--- src/rtl/flag_alu_pkg.sv ---
package flag_alu_pkg;

   typedef enum logic [4:0] {
      OP_ADD  = 5'd0,
      OP_ADC  = 5'd1,
      OP_SUB  = 5'd2,
      OP_SBC  = 5'd3,
      OP_AND  = 5'd4,
      OP_OR   = 5'd5,
      OP_XOR  = 5'd6,
      OP_COM  = 5'd7,
      OP_NEG  = 5'd8,
      OP_INC  = 5'd9,
      OP_DEC  = 5'd10,
      OP_LSL  = 5'd11,
      OP_LSR  = 5'd12,
      OP_ROL  = 5'd13,
      OP_ROR  = 5'd14,
      OP_ASR  = 5'd15,
      OP_SWAP = 5'd16
   } alu_op_e;

   // status byte bit positions
   localparam int unsigned SB_C = 0;
   localparam int unsigned SB_Z = 1;
   localparam int unsigned SB_N = 2;
   localparam int unsigned SB_V = 3;
   localparam int unsigned SB_S = 4;
   localparam int unsigned SB_H = 5;
   localparam int unsigned SB_T = 6;
   localparam int unsigned SB_I = 7;

   localparam logic [7:0] MSK_H = 8'h20;
   localparam logic [7:0] MSK_S = 8'h10;
   localparam logic [7:0] MSK_V = 8'h08;
   localparam logic [7:0] MSK_N = 8'h04;
   localparam logic [7:0] MSK_Z = 8'h02;
   localparam logic [7:0] MSK_C = 8'h01;

   // which status bits an operation rewrites
   function automatic logic [7:0] flag_mask(input logic [4:0] op);
      logic [7:0] m;
      case (op)
         OP_ADD, OP_ADC, OP_SUB, OP_SBC, OP_NEG:
            m = MSK_H | MSK_S | MSK_V | MSK_N | MSK_Z | MSK_C;
         OP_AND, OP_OR, OP_XOR, OP_INC, OP_DEC:
            m = MSK_S | MSK_V | MSK_N | MSK_Z;
         OP_COM, OP_LSL, OP_LSR, OP_ROL, OP_ROR, OP_ASR:
            m = MSK_S | MSK_V | MSK_N | MSK_Z | MSK_C;
         default:
            m = 8'h00;
      endcase
      return m;
   endfunction

   function automatic logic is_arith(input logic [4:0] op);
      return (op <= OP_SBC) || (op == OP_NEG) || (op == OP_INC) || (op == OP_DEC);
   endfunction

endpackage

--- src/rtl/flag_alu_addsub.sv ---
module flag_alu_addsub #(
   parameter int unsigned DATA_W = 8,
   parameter bit          RIPPLE = 1'b0
) (
   input  logic [DATA_W-1:0] x,
   input  logic [DATA_W-1:0] y,
   input  logic              c_in,   // carry (add) or borrow (sub) into bit 0
   input  logic              sub,
   output logic [DATA_W-1:0] sum,
   output logic              c_out,  // carry or borrow out of the top bit
   output logic              h_out,  // carry or borrow out of the half point
   output logic              ovf
);
   localparam int unsigned HALF_W = DATA_W / 2;

   logic [DATA_W-1:0] y_eff;
   logic              c0;
   logic              raw_co;
   logic              raw_hc;
   logic              raw_msb;

   assign y_eff = sub ? ~y : y;
   assign c0    = sub ? ~c_in : c_in;

   generate
      if (RIPPLE) begin : g_ripple
         logic [DATA_W:0] cc;
         assign cc[0] = c0;
         for (genvar i = 0; i < DATA_W; i++) begin : g_bit
            assign sum[i]  = x[i] ^ y_eff[i] ^ cc[i];
            assign cc[i+1] = (x[i] & y_eff[i]) | (cc[i] & (x[i] ^ y_eff[i]));
         end
         assign raw_co  = cc[DATA_W];
         assign raw_hc  = cc[HALF_W];
         assign raw_msb = cc[DATA_W-1];
      end else begin : g_flat
         logic [DATA_W:0]   full;
         logic [HALF_W:0]   lo;
         logic [DATA_W-1:0] low_msb;
         assign full    = {1'b0, x} + {1'b0, y_eff} + {{DATA_W{1'b0}}, c0};
         assign lo      = {1'b0, x[HALF_W-1:0]} + {1'b0, y_eff[HALF_W-1:0]}
                        + {{HALF_W{1'b0}}, c0};
         assign low_msb = {1'b0, x[DATA_W-2:0]} + {1'b0, y_eff[DATA_W-2:0]}
                        + {{(DATA_W-1){1'b0}}, c0};
         assign sum     = full[DATA_W-1:0];
         assign raw_co  = full[DATA_W];
         assign raw_hc  = lo[HALF_W];
         assign raw_msb = low_msb[DATA_W-1];
      end
   endgenerate

   assign c_out = sub ? ~raw_co : raw_co;
   assign h_out = sub ? ~raw_hc : raw_hc;
   assign ovf   = raw_msb ^ raw_co;

endmodule

--- src/rtl/flag_alu_bitops.sv ---
module flag_alu_bitops
   import flag_alu_pkg::*;
#(
   parameter int unsigned DATA_W = 8
) (
   input  logic [4:0]        op,
   input  logic [DATA_W-1:0] a,
   input  logic [DATA_W-1:0] b,
   input  logic              c_in,
   output logic [DATA_W-1:0] res,
   output logic              sh_c
);
   localparam int unsigned HALF_W = DATA_W / 2;

   always_comb begin
      res  = '0;
      sh_c = 1'b0;
      case (op)
         OP_AND:  res = a & b;
         OP_OR:   res = a | b;
         OP_XOR:  res = a ^ b;
         OP_COM:  res = ~a;
         OP_LSL: begin
            res  = {a[DATA_W-2:0], 1'b0};
            sh_c = a[DATA_W-1];
         end
         OP_LSR: begin
            res  = {1'b0, a[DATA_W-1:1]};
            sh_c = a[0];
         end
         OP_ROL: begin
            res  = {a[DATA_W-2:0], c_in};
            sh_c = a[DATA_W-1];
         end
         OP_ROR: begin
            res  = {c_in, a[DATA_W-1:1]};
            sh_c = a[0];
         end
         OP_ASR: begin
            res  = {a[DATA_W-1], a[DATA_W-1:1]};
            sh_c = a[0];
         end
         OP_SWAP: res = {a[HALF_W-1:0], a[DATA_W-1:HALF_W]};
         default: res = '0;
      endcase
   end

endmodule

--- src/rtl/flag_alu_flags.sv ---
module flag_alu_flags
   import flag_alu_pkg::*;
#(
   parameter int unsigned DATA_W = 8
) (
   input  logic [4:0]        op,
   input  logic [7:0]        cur,
   input  logic [DATA_W-1:0] res,
   input  logic              ar_c,
   input  logic              ar_h,
   input  logic              ar_v,
   input  logic              sh_c,
   output logic [7:0]        nxt
);
   logic [7:0] fresh;
   logic [7:0] mask;
   logic       f_n;
   logic       f_z;
   logic       f_v;
   logic       f_c;
   logic       f_h;

   assign f_n  = res[DATA_W-1];
   assign f_z  = (res == '0);
   assign mask = flag_mask(op);

   always_comb begin
      f_v = 1'b0;
      f_c = cur[SB_C];
      f_h = cur[SB_H];
      case (op)
         OP_ADD, OP_ADC, OP_SUB, OP_SBC, OP_NEG: begin
            f_v = ar_v;
            f_c = ar_c;
            f_h = ar_h;
         end
         OP_INC, OP_DEC: f_v = ar_v;
         OP_COM:         f_c = 1'b1;
         OP_LSL, OP_LSR, OP_ROL, OP_ROR, OP_ASR: begin
            f_c = sh_c;
            f_v = f_n ^ sh_c;
         end
         default: f_v = 1'b0;
      endcase
      fresh        = cur;
      fresh[SB_H]  = f_h;
      fresh[SB_S]  = f_n ^ f_v;
      fresh[SB_V]  = f_v;
      fresh[SB_N]  = f_n;
      fresh[SB_Z]  = f_z;
      fresh[SB_C]  = f_c;
      nxt          = (cur & ~mask) | (fresh & mask);
   end

endmodule

--- src/rtl/flag_alu.sv ---
module flag_alu
   import flag_alu_pkg::*;
#(
   parameter int unsigned DATA_W       = 8,
   parameter bit          RIPPLE       = 1'b0,
   parameter logic [7:0]  RESET_STATUS = 8'h00
) (
   input  logic              clk,
   input  logic              rst_n,
   input  logic [DATA_W-1:0] opnd_a,
   input  logic [DATA_W-1:0] opnd_b,
   input  logic              carry_in,
   input  logic [4:0]        op_sel,
   input  logic              flag_we,
   output logic [DATA_W-1:0] result,
   output logic [7:0]        status
);
   localparam int unsigned HALF_W = DATA_W / 2;

   generate
      if (DATA_W < 4 || (DATA_W % 2) != 0) begin : g_bad_width
         $error("flag_alu: DATA_W must be even and at least 4");
      end
      if (HALF_W * 2 != DATA_W) begin : g_bad_half
         $error("flag_alu: half width does not divide data width");
      end
   endgenerate

   logic [DATA_W-1:0] ax;
   logic [DATA_W-1:0] ay;
   logic              acin;
   logic              asub;
   logic [DATA_W-1:0] asum;
   logic              ac;
   logic              ah;
   logic              av;
   logic [DATA_W-1:0] bres;
   logic              bc;
   logic [7:0]        status_d;
   logic [7:0]        status_q;

   // operand steering into the shared adder
   always_comb begin
      ax   = opnd_a;
      ay   = opnd_b;
      acin = 1'b0;
      asub = 1'b0;
      case (op_sel)
         OP_ADC: acin = carry_in;
         OP_SUB: asub = 1'b1;
         OP_SBC: begin
            asub = 1'b1;
            acin = carry_in;
         end
         OP_NEG: begin
            ax   = '0;
            ay   = opnd_a;
            asub = 1'b1;
         end
         OP_INC: begin
            ay   = '0;
            acin = 1'b1;
         end
         OP_DEC: begin
            ay   = '0;
            acin = 1'b1;
            asub = 1'b1;
         end
         default: acin = 1'b0;
      endcase
   end

   flag_alu_addsub #(.DATA_W(DATA_W), .RIPPLE(RIPPLE)) u_addsub (
      .x     (ax),
      .y     (ay),
      .c_in  (acin),
      .sub   (asub),
      .sum   (asum),
      .c_out (ac),
      .h_out (ah),
      .ovf   (av)
   );

   flag_alu_bitops #(.DATA_W(DATA_W)) u_bitops (
      .op   (op_sel),
      .a    (opnd_a),
      .b    (opnd_b),
      .c_in (carry_in),
      .res  (bres),
      .sh_c (bc)
   );

   assign result = is_arith(op_sel) ? asum : bres;

   flag_alu_flags #(.DATA_W(DATA_W)) u_flags (
      .op   (op_sel),
      .cur  (status_q),
      .res  (result),
      .ar_c (ac),
      .ar_h (ah),
      .ar_v (av),
      .sh_c (bc),
      .nxt  (status_d)
   );

   always_ff @(posedge clk or negedge rst_n) begin
      if (!rst_n)       status_q <= RESET_STATUS;
      else if (flag_we) status_q <= status_d;
   end

   assign status = status_q;

endmodule

--- config.mk ---
export PLATFORM = sky130hd
export DESIGN_NAME = flag_alu
export DESIGN_NICKNAME = d
export VERILOG_FILES = /design/src/rtl/flag_alu_pkg.sv /design/src/rtl/flag_alu_addsub.sv /design/src/rtl/flag_alu_bitops.sv /design/src/rtl/flag_alu_flags.sv /design/src/rtl/flag_alu.sv
export SDC_FILE = /design/constraint.sdc
export NUM_CORES = 1
export LEC_CHECK = 0
export BUFFER_PORTS_ARGS = -buffer_cell sky130_fd_sc_hd__buf_2
export CAP_MARGIN = 0
export CORE_AREA = 4 4 84 86
export CTS_BUF_LIST = sky130_fd_sc_hd__clkbuf_16
export DETAILED_ROUTE_END_ITERATION = 10
export DIE_AREA = 0 0 88 90
export SYNTH_ARGS = -nofsm -noshare
export SYNTH_HDL_FRONTEND = slang
export SYNTH_HIERARCHICAL = 1
export SYNTH_SLANG_ARGS = --single-unit
--- constraint.sdc ---
create_clock -name clk -period 6.6 [get_ports clk]
set_input_delay 1.32 -clock clk [delete_from_list [all_inputs] [get_ports clk]]
set_output_delay 1.32 -clock clk [all_outputs]
set_load 0.02 [all_outputs]
==> results of run 1 <==
-- cell families (layout without fill, tap and decap cells) --
kind of cell,Yosys count,count (layout),synth area share (%)
flip-flops,8,8,9.127
buffers and inverters,37,69,7.530
AO/OA/AOI/OAI,71,71,24.42
adder cells (fa/ha/maj),29,29,17.23
AND/OR/NAND/NOR,76,76,19.85
XOR/XNOR,19,19,7.587
multiplexers,29,29,14.26
-- worst reg2reg max path, cell delays in order (launching register included) --
cell and delay [ns]:
dfrtp_1 0.38, mux2_1 0.30, mux2_2 0.26
-- report_power, final --
group | internal (mW) | switching, mW | total, mW
combinational | 0.102 | 0.133 | 0.235
sequential | 0.0618 | 0.00891 | 0.0707
clock | 0.0780 | 0.0229 | 0.101
total | 0.241 | 0.165 | 0.407
-- cells in the mapped netlist (3+ instances only) --
cell / number / share of area [%]
ha_1: 27 / 15
inv_1: 21 / 3.6
mux2_2: 16 / 8.2
a22o_1: 13 / 5.2
nand2_1: 13 / 2.2
xor2_1: 12 / 4.8
mux2i_1: 11 / 5.0
nor2_1: 11 / 1.9
and2_1: 10 / 2.9
nand3_1: 10 / 2.3
a21oi_1: 8 / 1.8
dfrtp_1: 8 / 9.1
xnor2_1: 7 / 2.8
a22oi_1: 6 / 2.1
nor2b_1: 6 / 1.7
a21o_1: 5 / 1.7
buf_2: 5 / 1.1
buf_4: 5 / 1.7
nor3_1: 5 / 1.1
o211ai_1: 5 / 1.7
o21ai_0: 5 / 1.1
o21ai_1: 5 / 1.1
a31oi_1: 4 / 1.1
nand2b_1: 4 / 1.1
and3_1: 3 / 0.86
clkbuf_1: 3 / 0.51
-- routing by layer --
metal / GRT usage, % / up-vias
met5: 0 / -
met4: 4.476 / 0
met3: 1.280 / 6
met2: 22.93 / 42
met1: 18.92 / 967
li1: - / 1055
-- worst paths after layout --
kind,from,to,slack [ns],cells past startpoint
setup reg to reg,status[5],status[5],5.55,2
max in group asynchronous,rst_n,status[7],5.52,1
hold reg to reg,status[7],status[7],0.51,1
setup / recovery,op_sel[3],result[7],0.71,12
hold / removal,status[7],status[7],0.51,1
min in group asynchronous,rst_n,status[2],0.92,1
-- layout make-up --
class | count | area [sq um] | share of cell area [%]
Timing Repair Buffer | 43 | 222.7 | 8.856
Multi-Input combinational cell | 224 | 1834 | 72.94
Sequential cell | 8 | 200.2 | 7.960
Inverter | 23 | 86.33 | 3.433
Clock buffer | 3 | 75.07 | 2.985
Tap cell | 77 | 96.34 | 3.831
-- per-stage QoR --
stage	util (%)	hold slack [ns]	cell area, sq um	total power [mW]
CTS	40.06	0.5162	2515	0.4114
global route	40.06	0.5405	2515	0.4371
floorplan	-	0.6526	2193	0.2383
finish	40.06	0.5128	2515	0.4067
detailed placement	38.87	0.5087	2440	0.3072
global placement	38.87	0.5014	2440	0.3046
-- cells in the final DEF (no fill, tap or decap), types with 6 or more instances in the layout --
cell type  synthesis  routed
xnor2_1            7       7
inv_1             21      21
a22o_1            13      13
buf_2              5      40
and2_1            10      10
dfrtp_1            8       8
nor2_1            11      11
nor2b_1            6       6
a21oi_1            8       8
ha_1              27      27
nand3_1           10      10
mux2_2            16      16
xor2_1            12      12
mux2i_1           11      11
nand2_1           13      13
a22oi_1            6       6
==> summary.md, run 1 <==
| Metric | Value |
|---|---|
| Largest net degree at the start of global routing | 29 |
| Pleak | between 1 and 1.5 nW |
| Seq/Total Area, Yosys | a little under a tenth |
| Root buf cell | clkbuf_16 |
| Post-Syn Nets | 323 |
| Dpl cells | approximately 380 |
| GRT overflow | 0 |
| Unique cell type count in the Yosys netlist | 57 |
| CP most frequent cell | buf_2 |
| Max reg flops | 8 |
| Worst slack, placed | 0.6901 ns |
| TritonCTS clock tree | yes |
| P&R area growth vs syn | 14.66% |
| Worst endpoint required time | between 5 and 6 ns |
| Post-cts resize count | 0 |
| Setup CP Type | input port to output pin |
| EDFF count, synth | 0 |
| Yosys reg bits | 8 |
| Gr usage total | between 10% and 20% |
| Post-CTS Setup Bufs | 0 |
| Peak VDD IR | ~0.17 mV |
| Slew HR | about half |
| First-pass GRT wire length | 9252 microns |
| Die W | about 88 microns |
| CP max-delay cell | a2111oi_2 |
| Minimum clock period | between 5 and 6 ns |
| TNS Setup | 0 ns |
| Final period util | between 80% and 90% |
| Antenna viol nets, final | 0 |
| PortBufs | 40 |
| Skew final | 0 ns |
| Vert. Die Dim | roughly 90 microns |
| Vias/cell | ~5.5 |
| Hold bufs inserted after CTS | 0 |
| Worst EP arrival | roughly 4.6 ns |
| Detail Placement HPWL | 4456 microns |
| CTS H-tree lvls | 1 |
| ANT cells | 0 |
| Layout cells sized above 1 | 23.26% |
| Reg clk slew, reported paths | ~0.030 ns |
| Mean Syn Cell Area | roughly 8 sq um |
| Critical Path, Cell by Cell | buf_2, nor2_1, a2111oi_2, buf_4, xor2_1, ha_1, a211oi_1, nor3_1, a211o_1, xnor2_1, mux2_2, buf_2 |
| DRC | 0 |
| Commonest register cell after synthesis | dfrtp_1 |
| Routed Wire Length | ~5500 microns |
| Initial antenna violation count | 0 |
| Max Clock Freq | 0.1699 GHz |
| PD cells | approximately 160 mW/mm^2 |
| Outcome | complete, no violations |
| Worst-path fanout max | 20 |
| Final worst slack | ~0.71 ns |
| # Max-Cap Violations | 0 |
| RSZ-0062 raised after global routing | no |
| Critical path startpoint category | input port |
| Core ar. | ~0.0063 sq mm |
| Initial drt markers | 59 |
| Layout Cells excl Fill | 378 |
| HP Class | register to register |
| GPL Wtd Cong | between 0.8 and 0.9 |
| Setup Viol. Count Final | 0 |
| M1 wire length | about 2600 microns |
| Mapped Area | about 0.0022 sq mm |
| Total CTS buffers | 3 |
| Met2 wire length | 2656 microns |
| Worst-margin pin slew | around 0.7 ns |
| Post-DR wirelength/cell | between 10 and 15 microns |
| CP bufs+invs | 3 |
| Drt pass-1 iters | 5 |
| Vias in the first global route | roughly 2000 |
| Clock buffer depth | 2 |
| Fin. Hold Viols | 0 |
| Clock latency on the worst-skew pair | approximately 0.23 ns |
| Fin. max-slew vios | 0 |
| FILL cells | around 660 |
| Post-Syn Instances | between 200 and 300 |
| I/O pins | between 40 and 50 |
| Fraction of registers with async set/reset | 100.0% |
| Row Count | 29 |
| Clock Sinks | 8 |
| Die area | around 0.0079 sq mm |
| Top delay family on crit path | compound AO/OA/AOI/OAI gates |
| Via count | approximately 2100 |
| Endpoint type of the worst setup path | output pin |
| Highest routed layer | met4 |
| Synth warn | 6 |
| Met3 WL | between 150 and 200 microns |
| Initial core utilization | between 30% and 40% |
| Layout Nets | roughly 360 |
| Max incr delay on CP | ~0.7 ns |
Power figures use the tool's default switching activity.
==> run 2: changes to the inputs <==
--- a/config.mk
+++ b/config.mk
@@ -5,12 +5,14 @@
 export SDC_FILE = /design/constraint.sdc
 export NUM_CORES = 1
 export LEC_CHECK = 0
+export ABC_AREA = 1
 export BUFFER_PORTS_ARGS = -buffer_cell sky130_fd_sc_hd__buf_2
 export CAP_MARGIN = 0
-export CORE_AREA = 4 4 84 86
+export CORE_AREA = 4 4 90 92
 export CTS_BUF_LIST = sky130_fd_sc_hd__clkbuf_16
 export DETAILED_ROUTE_END_ITERATION = 10
-export DIE_AREA = 0 0 88 90
+export DIE_AREA = 0 0 94 96
+export GPL_TIMING_DRIVEN = 0
 export SYNTH_ARGS = -nofsm -noshare
 export SYNTH_HDL_FRONTEND = slang
 export SYNTH_HIERARCHICAL = 1
==> run 2 against run 1 <==
Compared with the run above:
- critical path depth rose by 5
- non-clock buffer count rose by 6
- register-to-register slack improved by 0.06 ns
- final cell count rose by 54%
- power rose by 1.2%
- clock power barely moved
- die area rose by 14%
- first-iteration DRC count rose by 76%
- core utilization rose by 1.3 points
- sequential share of layout area fell by 1.2 points
- sequential cell count did not move
- critical endpoint is now result[4]
- largest cell class unchanged
==> summary.md, run 2 <==
| Metric | Value |
|---|---|
| Post-Syn Instances | 442 (was 269) |
| Initial antenna violation count | 0 (unchanged) |
| Psw | 0.1841 mW (was 0.1653 mW) |
| GPL Wtd Cong | 0.8672 (was 0.8418) |
| Sw frac | 44.73% (was 40.65%) |
| Fin. Hold Viols | 0 (unchanged) |
| Post-CTS Setup Bufs | 0 (unchanged) |
| Antenna viol nets, final | 0 (unchanged) |
| Largest net degree at the start of global routing | 14 (was 29) |
| Routed Wire Length | 6862 microns (was 5476 microns) |
| Fin. max-slew vios | 0 (unchanged) |
| Fraction of registers with async set/reset | 100.0% (unchanged) |
| Post-Syn Nets | 496 (was 323) |
| Gr usage total | 15.95% (was 13.96%) |
| Post-synth top area cell | nand2_1 (was ha_1) |
| Post-synth top area share | 22.91% (was 15.40%) |
| CP most frequent cell | nand2_1 (was buf_2) |
| DRC | 0 (unchanged) |
| Post-DR wirelength/cell | 11.77 microns (was 14.49 microns) |
| Post-cts resize count | 0 (unchanged) |
| CP bufs+invs | 4 (was 3) |
| Int Pwr | 0.2275 mW (was 0.2414 mW) |
| Vias in the first global route | 2589 (was 2012) |
| Pleak | 1.808 nW (was 1.269 nW) |
| Met2 wire length | 3254 microns (was 2656 microns) |
| Skew final | 0 ns (unchanged) |
| Max incr delay on CP | 0.44 ns (was 0.70 ns) |
| P&R area growth vs syn | 15.22% (was 14.66%) |
| Max Clock Freq | 0.1827 GHz (was 0.1699 GHz) |
| Synth warn | 6 (unchanged) |
| Row Count | 31 (was 29) |
| Minimum clock period | 5.474 ns (was 5.887 ns) |
| Initial core utilization | 35.88% (was 34.94%) |
| Combinational power share | 59.2% (was 57.8%) |
| Worst-path fanout max | 12 (was 20) |
| Total CTS buffers | 3 (unchanged) |
| Commonest register cell after synthesis | dfrtp_1 (unchanged) |
| Initial drt markers | 104 (was 59) |
| I/O pins | 41 (unchanged) |
| Top delay family on crit path | simple AND/OR/NAND/NOR gates (was compound AO/OA/AOI/OAI gates) |
| Yosys reg bits | 8 (unchanged) |
| HP Class | register to register (unchanged) |
| EDFF count, synth | 0 (unchanged) |
| First-pass GRT wire length | 11710 microns (was 9252 microns) |
| Worst endpoint required time | 5.28 ns (about the same) |
| Unique cell type count in the Yosys netlist | 32 (was 57) |
| Total Power | 0.4115 mW (was 0.4067 mW) |
| XOR/XNOR share of the synthesized area | 4.398% (was 7.587%) |
| Area contributors post-synth | nand2_1 23%, ha_1 13%, inv_1 7.8% (was ha_1 15%, dfrtp_1 9.1%, mux2_2 8.2%) |
| TritonCTS clock tree | yes (unchanged) |
| Die W | 94 microns (was 88 microns) |
| Die area | 0.009024 sq mm (was 0.007920 sq mm) |
| PD cells | 138.0 mW/mm^2 (was 161.7 mW/mm^2) |
| Max reg flops | 8 (unchanged) |
| Worst-margin pin slew | 0.7283 ns (was 0.7204 ns) |
| Clock latency on the worst-skew pair | 0.23 ns (about the same) |
| Via count | 2748 (was 2070) |
| Hold bufs inserted after CTS | 0 (unchanged) |
| Endpoint type of the worst setup path | output pin (unchanged) |
| Met3 WL | 265 microns (was 197 microns) |
| Adder-Cell Fraction of Synth Area | 14.60% (was 17.23%) |
| TNS Setup | 0 ns (unchanged) |
| Drt pass-1 iters | 4 (was 5) |
| Final period util | 82.94% (was 89.19%) |
| Vias/cell | 4.714 (was 5.476) |
| Clock network fraction of design power | 24.4% (was 24.8%) |
| Critical path startpoint category | input port (unchanged) |
| Post-Synth Simple-Gate Area | 54.62% (was 19.85%) |
| RSZ-0062 raised after global routing | no (unchanged) |
| Mux cell area share after synthesis | 3.480% (was 14.26%) |
| Reg clk slew, reported paths | 0.04 ns (was 0.03 ns) |
| Most common cell in the netlist | nand2_1 (was ha_1) |
| Setup CP Type | input port to output pin (unchanged) |
| Mapped Area | 0.002589 sq mm (was 0.002193 sq mm) |
| CTS H-tree lvls | 1 (unchanged) |
| Hold_ws | 0.5228 ns (was 0.5128 ns) |
| Clock buffer depth | 2 (unchanged) |
| Layout Nets | 540 (was 357) |
| # Max-Cap Violations | 0 (unchanged) |
| Layout cells sized above 1 | 22.52% (was 23.26%) |
| Critical Path, Cell by Cell | buf_2, inv_2, nor2_2, nand2_4, buf_2, nand3_1, nand2_1, xor2_1, fa_1, fa_1, nand2_1, nand2_1, nand2_4, xnor2_1, nand2_1, nand2_1, buf_2 (was buf_2, nor2_1, a2111oi_2, buf_4, xor2_1, ha_1, a211oi_1, nor3_1, a211o_1, xnor2_1, mux2_2, buf_2) |
| Seq/Total Area, Yosys | 7.733% (was 9.127%) |
| CP max-delay cell | fa_1 (was a2111oi_2) |
| Detail Placement HPWL | 5820 microns (was 4456 microns) |
| Flop pwr share | 16.4% (was 17.4%) |
| Compound-Gate Fraction of Synth Area | 3.045% (was 24.42%) |
| GRT overflow | 0 (unchanged) |
| Vert. Die Dim | 96 microns (was 90 microns) |
| Clock Sinks | 8 (unchanged) |
| Mean Syn Cell Area | 5.857 sq um (was 8.154 sq um) |
| Outcome | complete, no violations (unchanged) |
| Setup Viol. Count Final | 0 (unchanged) |
| Commonest non-fill, non-tap cell in the layout | nand2_1 (was buf_2) |
| Largest family of logic cells by synthesized area | simple AND/OR/NAND/NOR gates (was compound AO/OA/AOI/OAI gates) |
| Peak VDD IR | 0.07842 mV (was 0.1691 mV) |
| Most frequent cells in the layout | 158 x nand2_1, 54 x inv_1, 43 x buf_2, 42 x nor2_1, 33 x nand3_1 (was 40 x buf_2, 27 x ha_1, 21 x inv_1, 16 x mux2_2) |
| ANT cells | 0 (unchanged) |
| M1 wire length | 3309 microns (was 2578 microns) |
| Post-synth top cells | 158 x nand2_1, 54 x inv_1, 42 x nor2_1 (was 27 x ha_1, 21 x inv_1, 16 x mux2_2) |
| Worst EP arrival | 4.15 ns (was 4.57 ns) |
| PortBufs | 39 (was 40) |
| Slew HR | 51.22% (was 51.88%) |
| Root buf cell | clkbuf_16 (unchanged) |
| Core ar. | 0.007214 sq mm (was 0.006277 sq mm) |
| Highest routed layer | met4 (unchanged) |
-- run 2: worst register-to-register path: stages (launching register included) --
cell	delay, ns
dfrtp_1	0.37
nand2_1	0.07
nand2_1	0.05
nand3_1	0.07
nand2_1	0.05
mux2_2	0.25
-- run 2: path summary, 6_finish.rpt --
| check | cells after the start | to | startpoint | slack, ns |
|---|---|---|---|---|
| setup / recovery | 17 | result[4] | op_sel[3] | 1.13 |
| hold / removal | 1 | status[7] | status[7] | 0.52 |
| setup reg to reg | 5 | status[4] | status[4] | 5.61 |
| hold reg to reg | 1 | status[7] | status[7] | 0.52 |
| max in group asynchronous | 1 | status[1] | rst_n | 5.50 |
| min in group asynchronous | 1 | status[2] | rst_n | 0.93 |
-- run 2: area by class of cell --
| type | count | area (sq um) |
|---|---|---|
| Tap cell | 99 | 123.9 |
| Buffer | 10 | 76.32 |
| Clock buffer | 3 | 75.07 |
| Sequential cell | 8 | 200.2 |
| Multi-Input combinational cell | 362 | 2074 |
| Timing Repair Buffer | 39 | 195.2 |
| Inverter | 62 | 237.7 |
| Fill cell | 839 | 4232 |
-- run 2: cells by family (layout without fill, tap and decap cells) --
family / after synthesis / after routing
adder cells (fa/ha/maj): 29 / 29
flip-flops: 8 / 8
AND/OR/NAND/NOR: 297 / 297
multiplexers: 8 / 8
buffers and inverters: 72 / 114
AO/OA/AOI/OAI: 15 / 15
XOR/XNOR: 13 / 13
-- run 2: power by group through the flow --
stage	Combinational [mW]	Sequential (mW)	Clock (mW)
after global placement	0.242	0.0684	0
after floorplan	0.161	0.0812	0
after global routing	0.276	0.0694	0.107
after detailed placement	0.245	0.0688	0
final	0.244	0.0676	0.100
after CTS	0.246	0.0680	0.104
-- run 2: metrics by stage --
step	cell area, sq um	util, %	setup WS, ns	instances
2_1_floorplan	2589	-	1.734	442
3_3_place_gp	2908	40.31	1.145	580
3_5_place_dp	2908	40.31	1.112	580
4_1_cts	2983	41.35	1.107	583
5_1_grt	2983	41.35	0.8891	583
6_report	2983	41.35	1.126	583
-- run 2: metal layers --
metal,vias up,global-route usage (%)
met2,48,28.33
met5,-,0
met4,0,1.805
li1,1471,-
met1,1227,21.26
met3,2,2.033
